File: config.mk
export PLATFORM = sky130hd
export DESIGN_NAME = fdc_regfront
export DESIGN_NICKNAME = d
export VERILOG_FILES = /design/src/rtl/fdc_rf_pkg.sv /design/src/rtl/fdc_latch_bank.sv /design/src/rtl/fdc_unlock_seq.sv /design/src/rtl/fdc_regfile.sv /design/src/rtl/fdc_regfront.sv
export SDC_FILE = /design/constraint.sdc
export NUM_CORES = 1
export LEC_CHECK = 0
export CAP_MARGIN = 20
export CORE_ASPECT_RATIO = 0.8
export CORE_UTILIZATION = 49
export CTS_BUF_LIST = sky130_fd_sc_hd__clkbuf_4 sky130_fd_sc_hd__clkbuf_8 sky130_fd_sc_hd__clkbuf_16
export DETAILED_ROUTE_END_ITERATION = 12
export HOLD_SLACK_MARGIN = 0.02
export PLACE_DENSITY_LB_ADDON = 0.2
export SYNTH_ARGS = -nofsm -noshare
export SYNTH_HDL_FRONTEND = slang
export SYNTH_SLANG_ARGS = --single-unit
File: constraint.sdc
create_clock -name clk -period 2.8 [get_ports clk]
set_input_delay 0.28 -clock clk [delete_from_list [all_inputs] [get_ports clk]]
set_output_delay 0.28 -clock clk [all_outputs]
set_load 0.05 [all_outputs]
File: src/rtl/fdc_rf_pkg.sv
package fdc_rf_pkg;

    localparam int unsigned DATA_W   = 8;
    localparam int unsigned IDX_W    = 4;
    localparam int unsigned N_LATCH  = 1 << (IDX_W - 1);

    // latch positions within the soft-switch bank
    localparam int unsigned LT_MOTOR = 4;
    localparam int unsigned LT_Q6    = 6;
    localparam int unsigned LT_Q7    = 7;

    // register-file personality slots
    localparam logic [IDX_W-1:0] WS_PHASE     = 4'd4;
    localparam logic [IDX_W-1:0] WS_MODE_CLR  = 4'd6;
    localparam logic [IDX_W-1:0] WS_MODE_SET  = 4'd7;
    localparam logic [IDX_W-1:0] RS_PHASE     = 4'd12;
    localparam logic [IDX_W-1:0] RS_HANDSHAKE = 4'd15;

    localparam logic [DATA_W-1:0] SENSE_FLAG     = 8'h08;
    localparam logic [DATA_W-1:0] NO_DRIVE_QUERY = 8'h77;

    // unlock key, first value in the low byte
    localparam logic [4*DATA_W-1:0] KEY_SEQ = {8'h57, 8'h57, 8'h17, 8'h57};

endpackage

File: src/rtl/fdc_latch_bank.sv
module fdc_latch_bank #(
    parameter int unsigned IDX_W   = fdc_rf_pkg::IDX_W,
    localparam int unsigned N_LATCH = 1 << (IDX_W - 1)
) (
    input  logic               clk,
    input  logic               rst_n,
    input  logic               touch,
    input  logic [IDX_W-1:0]   idx,
    output logic [N_LATCH-1:0] latch_q,
    output logic [N_LATCH-1:0] latch_nxt
);

    typedef struct packed {
        logic [N_LATCH-1:0] bits;
    } bank_t;

    bank_t bank_d, bank_q;
    logic [N_LATCH-1:0] hit;

    // one select line per latch
    for (genvar i = 0; i < N_LATCH; i++) begin : g_hit
        assign hit[i] = touch && (idx[IDX_W-1:1] == (IDX_W-1)'(i));
    end

    always_comb begin
        bank_d = bank_q;
        for (int i = 0; i < N_LATCH; i++) begin
            if (hit[i]) begin
                bank_d.bits[i] = idx[0];
            end
        end
    end

    always_ff @(posedge clk) begin
        if (!rst_n) begin
            bank_q <= '0;
        end else begin
            bank_q <= bank_d;
        end
    end

    assign latch_q   = bank_q.bits;
    assign latch_nxt = bank_d.bits;

endmodule

File: src/rtl/fdc_unlock_seq.sv
module fdc_unlock_seq #(
    parameter int unsigned DATA_W = fdc_rf_pkg::DATA_W,
    parameter int unsigned STEPS  = 4,
    parameter logic [STEPS*DATA_W-1:0] SEQ = fdc_rf_pkg::KEY_SEQ,
    localparam int unsigned STEP_W = (STEPS > 1) ? $clog2(STEPS) : 1
) (
    input  logic              clk,
    input  logic              rst_n,
    input  logic              key_wr,
    input  logic [DATA_W-1:0] key_data,
    output logic              unlocked
);

    localparam logic [STEP_W-1:0] LAST = STEP_W'(STEPS - 1);

    typedef struct packed {
        logic [STEP_W-1:0] step;
        logic              open;
    } seq_t;

    seq_t seq_d, seq_q;
    logic [DATA_W-1:0] want;

    always_comb begin
        want = SEQ[seq_q.step * DATA_W +: DATA_W];
    end

    always_comb begin
        seq_d = seq_q;
        if (key_wr && !seq_q.open && (key_data == want)) begin
            if (seq_q.step == LAST) begin
                seq_d.open = 1'b1;
                seq_d.step = '0;
            end else begin
                seq_d.step = seq_q.step + 1'b1;
            end
        end
    end

    always_ff @(posedge clk) begin
        if (!rst_n) begin
            seq_q <= '0;
        end else begin
            seq_q <= seq_d;
        end
    end

    assign unlocked = seq_q.open;

endmodule

File: src/rtl/fdc_regfile.sv
module fdc_regfile
    import fdc_rf_pkg::*;
(
    input  logic              clk,
    input  logic              rst_n,
    input  logic              wr,
    input  logic [IDX_W-1:0]  idx,
    input  logic [DATA_W-1:0] wdata,
    output logic [DATA_W-1:0] phase,
    output logic [DATA_W-1:0] mode_bits,
    output logic [DATA_W-1:0] rd_val
);

    typedef struct packed {
        logic [DATA_W-1:0] phase;
        logic [DATA_W-1:0] mode;
    } rf_t;

    rf_t rf_d, rf_q;

    always_comb begin
        rf_d = rf_q;
        if (wr) begin
            unique case (idx)
                WS_PHASE:    rf_d.phase = wdata;
                WS_MODE_CLR: rf_d.mode  = rf_q.mode & ~wdata;
                WS_MODE_SET: rf_d.mode  = rf_q.mode | wdata;
                default:     rf_d       = rf_q;
            endcase
        end
    end

    always_comb begin
        unique case (idx)
            RS_PHASE:     rd_val = rf_q.phase;
            RS_HANDSHAKE: rd_val = (rf_q.phase == NO_DRIVE_QUERY) ? SENSE_FLAG : '0;
            default:      rd_val = '0;
        endcase
    end

    always_ff @(posedge clk) begin
        if (!rst_n) begin
            rf_q <= '0;
        end else begin
            rf_q <= rf_d;
        end
    end

    assign phase     = rf_q.phase;
    assign mode_bits = rf_q.mode;

endmodule

File: src/rtl/fdc_regfront.sv
module fdc_regfront
    import fdc_rf_pkg::*;
#(
    parameter int unsigned ADDR_W     = 13,
    parameter int unsigned SLOT_SHIFT = 9
) (
    input  logic              clk,
    input  logic              rst_n,
    input  logic [ADDR_W-1:0] addr,
    input  logic [7:0]        wdata,
    input  logic              wr_en,
    input  logic              rd_en,
    output logic [7:0]        rdata,
    output logic              reg_mode,
    output logic [7:0]        sw_latch,
    output logic [7:0]        mode_bits
);

    typedef struct packed {
        logic [DATA_W-1:0] rdata;
    } out_t;

    out_t out_d, out_q;

    logic [IDX_W-1:0]   idx;
    logic               legacy;
    logic [N_LATCH-1:0] lat_q, lat_nxt;
    logic               key_wr;
    logic               rf_wr;
    logic [DATA_W-1:0]  rf_rd, phase_unused;
    logic               unused_low_addr;

    assign idx             = addr[SLOT_SHIFT +: IDX_W];
    assign unused_low_addr = ^addr[SLOT_SHIFT-1:0];
    assign legacy          = !reg_mode;

    fdc_latch_bank #(.IDX_W(IDX_W)) u_latch (
        .clk       (clk),
        .rst_n     (rst_n),
        .touch     (legacy && (wr_en || rd_en)),
        .idx       (idx),
        .latch_q   (lat_q),
        .latch_nxt (lat_nxt)
    );

    // the access itself updates its latch before the steering decision
    assign key_wr = wr_en && legacy && lat_nxt[LT_Q6] && lat_nxt[LT_Q7]
                    && !lat_nxt[LT_MOTOR];

    fdc_unlock_seq #(.DATA_W(DATA_W), .STEPS(4), .SEQ(KEY_SEQ)) u_key (
        .clk      (clk),
        .rst_n    (rst_n),
        .key_wr   (key_wr),
        .key_data (wdata),
        .unlocked (reg_mode)
    );

    assign rf_wr = wr_en && reg_mode;

    fdc_regfile u_rf (
        .clk       (clk),
        .rst_n     (rst_n),
        .wr        (rf_wr),
        .idx       (idx),
        .wdata     (wdata),
        .phase     (phase_unused),
        .mode_bits (mode_bits),
        .rd_val    (rf_rd)
    );

    always_comb begin
        out_d = out_q;
        if (rd_en) begin
            out_d.rdata = legacy ? '0 : rf_rd;
        end
    end

    always_ff @(posedge clk) begin
        if (!rst_n) begin
            out_q <= '0;
        end else begin
            out_q <= out_d;
        end
    end

    assign rdata    = out_q.rdata;
    assign sw_latch = lat_q;

endmodule

==> results_dict.tcl, run 1 <==
set metrics [dict create \
    ys_seq_elements 35 \
    fmax_ghz 0.5212 \
    synth-edff-count 0 \
    p_per_area_nw_per_um2 481.9 \
    cts_setup_buffers 0 \
    fin_crit_sh_pct 68.52 \
    grt_use_total_pct 24.73 \
    worst_pin_slew_ns 0.5787 \
    ys_warn_count 0 \
    worstPathRequired_ns 3.01 \
    cp-startpoint "addr[10]" \
    dieArea_sq_um 3474 \
    crit_arrival_ns 2.13 \
    syn_nets 190 \
    synth_top_cell_area_share_pct 44.13 \
    grt_max_degree 18 \
    hold_buffers 0 \
    ff_latch_area_sq_um 700.7 \
    yosys_most_used_dff "dfxtp_1" \
    dr_total_vias 1362 \
    outcome "completed" \
    routedWlPerCell_um 15.57 \
    hpwlAfterDp_mm 2.738 \
    crit_type "in2reg" \
    synth_area_leader_cell "dfxtp_1" \
    clk_latency_ns 0.29 \
    grt_first_pass_wirelength_mm 6.210 \
    ctsLongestPathBuffers 2 \
    post-place-ws_ns 0.6120 \
    drt_iter0_markers 81 \
    cts_buffers 5 \
    cp-start-kind "primary input" \
    cts_max_level 2 \
    vias_per_cell 5.582 \
    async_flop_share_pct 0 \
    ctsResizeCount 0 \
    diodes 0 \
    first_pass_iters 4 \
    post-route-drc-count 0 \
    drive_above_1_share_pct 12.75 \
    cap_viol_max_count 0 \
    synth_cells 163 \
    peakVddDrop_v 0.0003735 \
    final.fill_count 225 \
    area_growth_pct 31.91 \
    die_x_um 65.65 \
    setup_ws_ns 0.8814 \
    fin_skew_ns 0.006460 \
    min_path_type "reg2reg" \
    io_buffers 40 \
    reg2reg_from "u_key.seq_q[2]" \
    cts_tree "yes" \
    row_count 18 \
    maxSlewHeadroom_pct 61.21 \
    coreArea_sq_um 3085 \
    multiInputGateArea_sq_um 810.8 \
    drt_wl_total_mm 3.800 \
    setup_viol 0 \
    leakagePower_nw 0.8303 \
    antenna_found_initial 0 \
    synth.distinct_cells 42 \
    hold_start "u_latch.latch_q[2]" \
    worst_setup_path_end_kind "register" \
    synthTopCellsByArea "dfxtp_1 44%, mux2i_1 8.2%, nor2_1 5.7%" \
    cts.sinks 35 \
    place.gp.congestion 0.7936 \
    netlist_area_sq_um 1588 \
    period_needed_ns 1.919 \
    clkTransAtPathRegs_ns 0.07 \
    synth_seq_area_share_pct 44.13 \
    dieHeight_um 52.92 \
    root_buffer "clkbuf_8" \
    grt-ovfl-total 0 \
    first_global_vias 1287 \
    start_util_pct 51.46 \
    total_power_w 0.001009 \
    hold_violations 0 \
    rsz0062_at_grt "no" \
    syn_avg_cell_area_sq_um 9.741 \
    critPathMaxFanout 10 \
    io_pins 50 \
    nets 230 \
    maxSlewViolCount 0 \
    setup_tns_ns 0 \
    antenna_left 0 \
]
==> per-stage QoR <==
step | area [sq um] | hold slack, ns | util, % | instances
after global placement | 1991 | 0.4412 | 64.52 | 236
after floorplan | 1588 | 0.3766 | - | 163
after CTS | 2095 | 0.4723 | 67.88 | 244
after global routing | 2095 | 0.5100 | 67.88 | 244
final | 2095 | 0.4655 | 67.88 | 244
after detailed placement | 1991 | 0.4630 | 64.52 | 236
==> cells in the final DEF (no fill, tap or decap), drive strengths merged, types with 2 or more instances in the layout <==
cell type and n:
nor3 5, ha 2, nand4b 3, a21oi 16, nand2 9, or4 3, and2 2, clkdlybuf4s50 40
mux2i 13, o31ai 2, nand3 2, a22oi 3, and2b 4, nor2 24, a211oi 9, dfxtp 35
inv 5, clkbuf 8, nor4 2
==> critical path: stages <==
cell             delay [ns]
clkdlybuf4s50_1        0.75
nand2_1                0.20
nor3_2                 0.17
mux2_4                 0.34
o211ai_2               0.12
mux2i_1                0.27
==> power by group <==
group | total, W | switching [W] | internal [W]
combinational | 0.0000952 | 0.0000572 | 0.0000380
sequential | 0.000503 | 0.00000205 | 0.000501
clock | 0.000411 | 0.000177 | 0.000234
==> worst paths after layout <==
path / to / depth (start not counted) / slack [ns]
max: u_key.seq_q[1] / 6 / 0.88
min: u_latch.latch_q[2] / 2 / 0.47
max reg2reg: u_key.seq_q[2] / 7 / 1.12
min reg2reg: u_latch.latch_q[2] / 2 / 0.47
==> logic make-up after synthesis <==
family                   Yosys count  share of synthesized area [%]
AO/OA/AOI/OAI                     36                          16.63
XOR/XNOR                           1                         0.5517
multiplexers                      14                          9.140
buffers and inverters             13                          4.807
AND/OR/NAND/NOR                   62                          23.17
adder cells (fa/ha/maj)            2                          1.576
flip-flops                        35                          44.13
==> synth_stat cells, drive strengths merged (2+ instances only) <==
cell    count
a211oi      9
a21oi      16
a22oi       3
and2        2
and2b       4
buf         6
clkbuf      2
dfxtp      35
ha          2
inv         5
mux2i      13
nand2       9
nand3       2
nand4b      3
nor2       24
nor3        5
nor4        2
o31ai       2
or4         3
==> cell type report <==
cell class | instances | share of cell area, %
multi-input combinational | 115 | 38.71
sequential | 35 | 33.45
timing repair buffer | 41 | 19.47
clock buffer | 8 | 4.958
tap | 40 | 2.389
inverter | 5 | 1.016
==> per-layer routing <==
| layer | vias to the layer above | global-route usage (%) | routed length, um |
|---|---|---|---|
| li1 | 667 | - | - |
| met1 | 647 | 31.79 | 1716 |
| met2 | 41 | 40.48 | 1865 |
| met3 | 7 | 4.741 | 160 |
| met4 | 0 | 10.51 | 58 |
| met5 | - | 0 | 0 |
No activity file was read; power rests on OpenSTA's default activity.
==> run 2: changes to the inputs <==
--- a/config.mk
+++ b/config.mk
@@ -7,7 +7,7 @@
 export LEC_CHECK = 0
 export CAP_MARGIN = 20
 export CORE_ASPECT_RATIO = 0.8
-export CORE_UTILIZATION = 49
+export CORE_UTILIZATION = 41
 export CTS_BUF_LIST = sky130_fd_sc_hd__clkbuf_4 sky130_fd_sc_hd__clkbuf_8 sky130_fd_sc_hd__clkbuf_16
 export DETAILED_ROUTE_END_ITERATION = 12
 export HOLD_SLACK_MARGIN = 0.02
==> constraint.sdc (replaced) <==
create_clock -name clk -period 1.6 [get_ports clk]
set_input_delay 0.16 -clock clk [delete_from_list [all_inputs] [get_ports clk]]
set_output_delay 0.16 -clock clk [all_outputs]
set_load 0.05 [all_outputs]
==> run 2 against run 1 <==
Global-route usage decreased by 3.1 points. Worst hold slack worse by 0.0063 ns. Clock-buffer cell count unchanged. Via count grew 4.9%. Non-clock buffer count grew 27. Power rose by 79%. Critical endpoint is now u_key.seq_q[2]. Sequential power grew 75%. Register-to-register slack lost 1.1 ns. Clock skew fell by 0.0038 ns. Final cell count up 12%. Cell area increased by 8.3%. Combinational power is 120% higher.
==> results_dict.tcl, run 2 (synthesis results as in run 1) <==
set metrics [dict create \
    outcome "completed" \
    cts_max_level 2 \
    cts_tree "yes" \
    nets 257 \
    dieHeight_um 57.66 \
    cp_slowest_cell "dfxtp_2" \
    endpoint "u_key.seq_q[2]" \
    mostFrequentLayoutCell "buf_4" \
    period_needed_ns 1.565 \
    hold_violations 0 \
    area_growth_pct 42.87 \
    dr_total_vias 1429 \
    antenna_left 0 \
    cp-startpoint "u_key.seq_q[2]" \
    dieArea_sq_um 4127 \
    reg2regPathDepth 7 \
    reg2reg_from "u_key.seq_q[2]" \
    path_depth 7 \
    maxSlewHeadroom_pct 78.82 \
    crit_chain "inv_2 -> ha_4 -> xor2_1 -> nand3_1 -> nor4b_4 -> o211ai_2 -> a211oi_2" \
    grt_first_pass_wirelength_mm 6.796 \
    routedWlPerCell_um 14.28 \
    hold_buffers 0 \
    io_pins 50 \
    layout_common_cells "52 x buf_4, 32 x dfxtp_1, 24 x nor2_1, 16 x a21oi_1, 15 x clkdlybuf4s50_1" \
    clkTransAtPathRegs_ns 0.07 \
    grt-ovfl-total 0 \
    root_buffer "clkbuf_8" \
    drive_above_1_share_pct 35.93 \
    place.gp.congestion 0.7852 \
    leakagePower_nw 1.019 \
    crit_type "reg2reg" \
    r2r_setup_slack_ns 0.03 \
    fmax_ghz 0.6389 \
    worstPathRequired_ns 1.80 \
    worst_setup_path_end_kind "register" \
    fin_crit_sh_pct 97.82 \
    clk_latency_ns 0.29 \
    critPathTopFamily "simple AND/OR/NAND/NOR gates" \
    first_pass_iters 4 \
    io_buffers 40 \
    diodes 0 \
    drt_wl_total_mm 3.898 \
    ctsLongestPathBuffers 2 \
    peakVddDrop_v 0.0006148 \
    row_count 19 \
    cp-start-kind "register" \
    post-route-drc-count 0 \
    worst_pin_slew_ns 0.3148 \
    critPathMaxStageDelay_ns 0.33 \
    critPathMaxFanout 3 \
    setup_viol 0 \
    start_util_pct 44.53 \
    first_global_vias 1516 \
    fin_skew_ns 0.002703 \
    maxSlewViolCount 0 \
    rsz0062_at_grt "yes" \
    drt_iter0_markers 35 \
    cp_num_buf_inv 1 \
    total_power_w 0.001803 \
    cts.sinks 35 \
    crit_arrival_ns 1.77 \
    grt_use_total_pct 21.60 \
    min_path_type "reg2reg" \
    die_x_um 71.58 \
    p_per_area_nw_per_um2 794.8 \
    coreArea_sq_um 3566 \
    setup_tns_ns 0 \
    vias_per_cell 5.234 \
    antenna_found_initial 0 \
    reg2reg_to "u_key.seq_q[2]" \
    hpwlAfterDp_mm 2.954 \
    grt_max_degree 23 \
    cts_buffers 5 \
    cap_viol_max_count 0 \
]
==> run 2: worst min-delay path by stage <==
stage | slack [ns] | startpoint | endpoint | cells after the start
6_report | 0.46 | u_latch.latch_q[2] | u_latch.latch_q[2] | 2
5_1_grt | 0.49 | u_latch.latch_q[2] | u_latch.latch_q[2] | 2
4_1_cts | 0.47 | u_latch.latch_q[2] | u_latch.latch_q[2] | 2
3_5_place_dp | 0.46 | u_latch.latch_q[2] | u_latch.latch_q[2] | 2
3_3_place_gp | 0.44 | u_latch.latch_q[2] | u_latch.latch_q[2] | 2
2_1_floorplan | 0.26 | wdata[0] | register | 1
==> run 2: layer usage <==
metal | global-route usage [%] | wire [um] | vias to the layer above
met4 | 9.524 | 64 | 0
met3 | 6.435 | 197 | 7
li1 | - | - | 719
met5 | 0 | 0 | -
met2 | 36.87 | 1822 | 34
met1 | 25.49 | 1813 | 669
==> run 2: worst min-delay path, stage by stage (launching register included) <==
cell and delay, ns:
dfxtp_1 0.31, nand2_1 0.05, a21oi_1 0.05
==> run 2: power breakdown <==
group / internal [W] / leakage, nW / switching, W
logic: 0.0000984 / 0.680 / 0.000107
registers: 0.000875 / 0.284 / 0.00000338
clock network: 0.000410 / 0.0549 / 0.000310
==> run 2: layout make-up <==
cell class	instances	area (sq um)
fill	297	1297
inverter	5	21.27
clock buffer	8	103.9
tap	42	52.55
sequential	35	706.9
multi-input combinational	115	823.3
timing repair buffer	68	560.5
==> run 2: through the flow <==
step                util [%]  std cells  area (sq um)  hold WS (ns)  setup WS [ns]
finish                 63.61        273          2268        0.4592        0.03485
floorplan                  -        163          1589        0.2566        0.04593
global placement       60.00        264          2140        0.4437        -0.1529
global route           63.61        273          2268        0.4899       -0.05929
detailed placement     60.00        264          2140        0.4585        -0.2097
CTS                    63.61        273          2268        0.4683       -0.05846
==> run 2: repair_timing <==
| action | in CTS | in global routing |
|---|---|---|
| resized for setup | 6 | 0 |
| pin swaps | 4 | 2 |
| buffers inserted | 1 | 0 |
| endpoints found under the setup margin | 2 | 3 |
==> run 3: changes to the inputs <==
--- a/config.mk
+++ b/config.mk
@@ -12,6 +12,7 @@
 export DETAILED_ROUTE_END_ITERATION = 12
 export HOLD_SLACK_MARGIN = 0.02
 export PLACE_DENSITY_LB_ADDON = 0.2
+export SKIP_LAST_GASP = 1
 export SYNTH_ARGS = -nofsm -noshare
 export SYNTH_HDL_FRONTEND = slang
 export SYNTH_SLANG_ARGS = --single-unit
==> results of run 3 <==
Same layout as run 2: the final DEF is identical, and so are final timing and power.
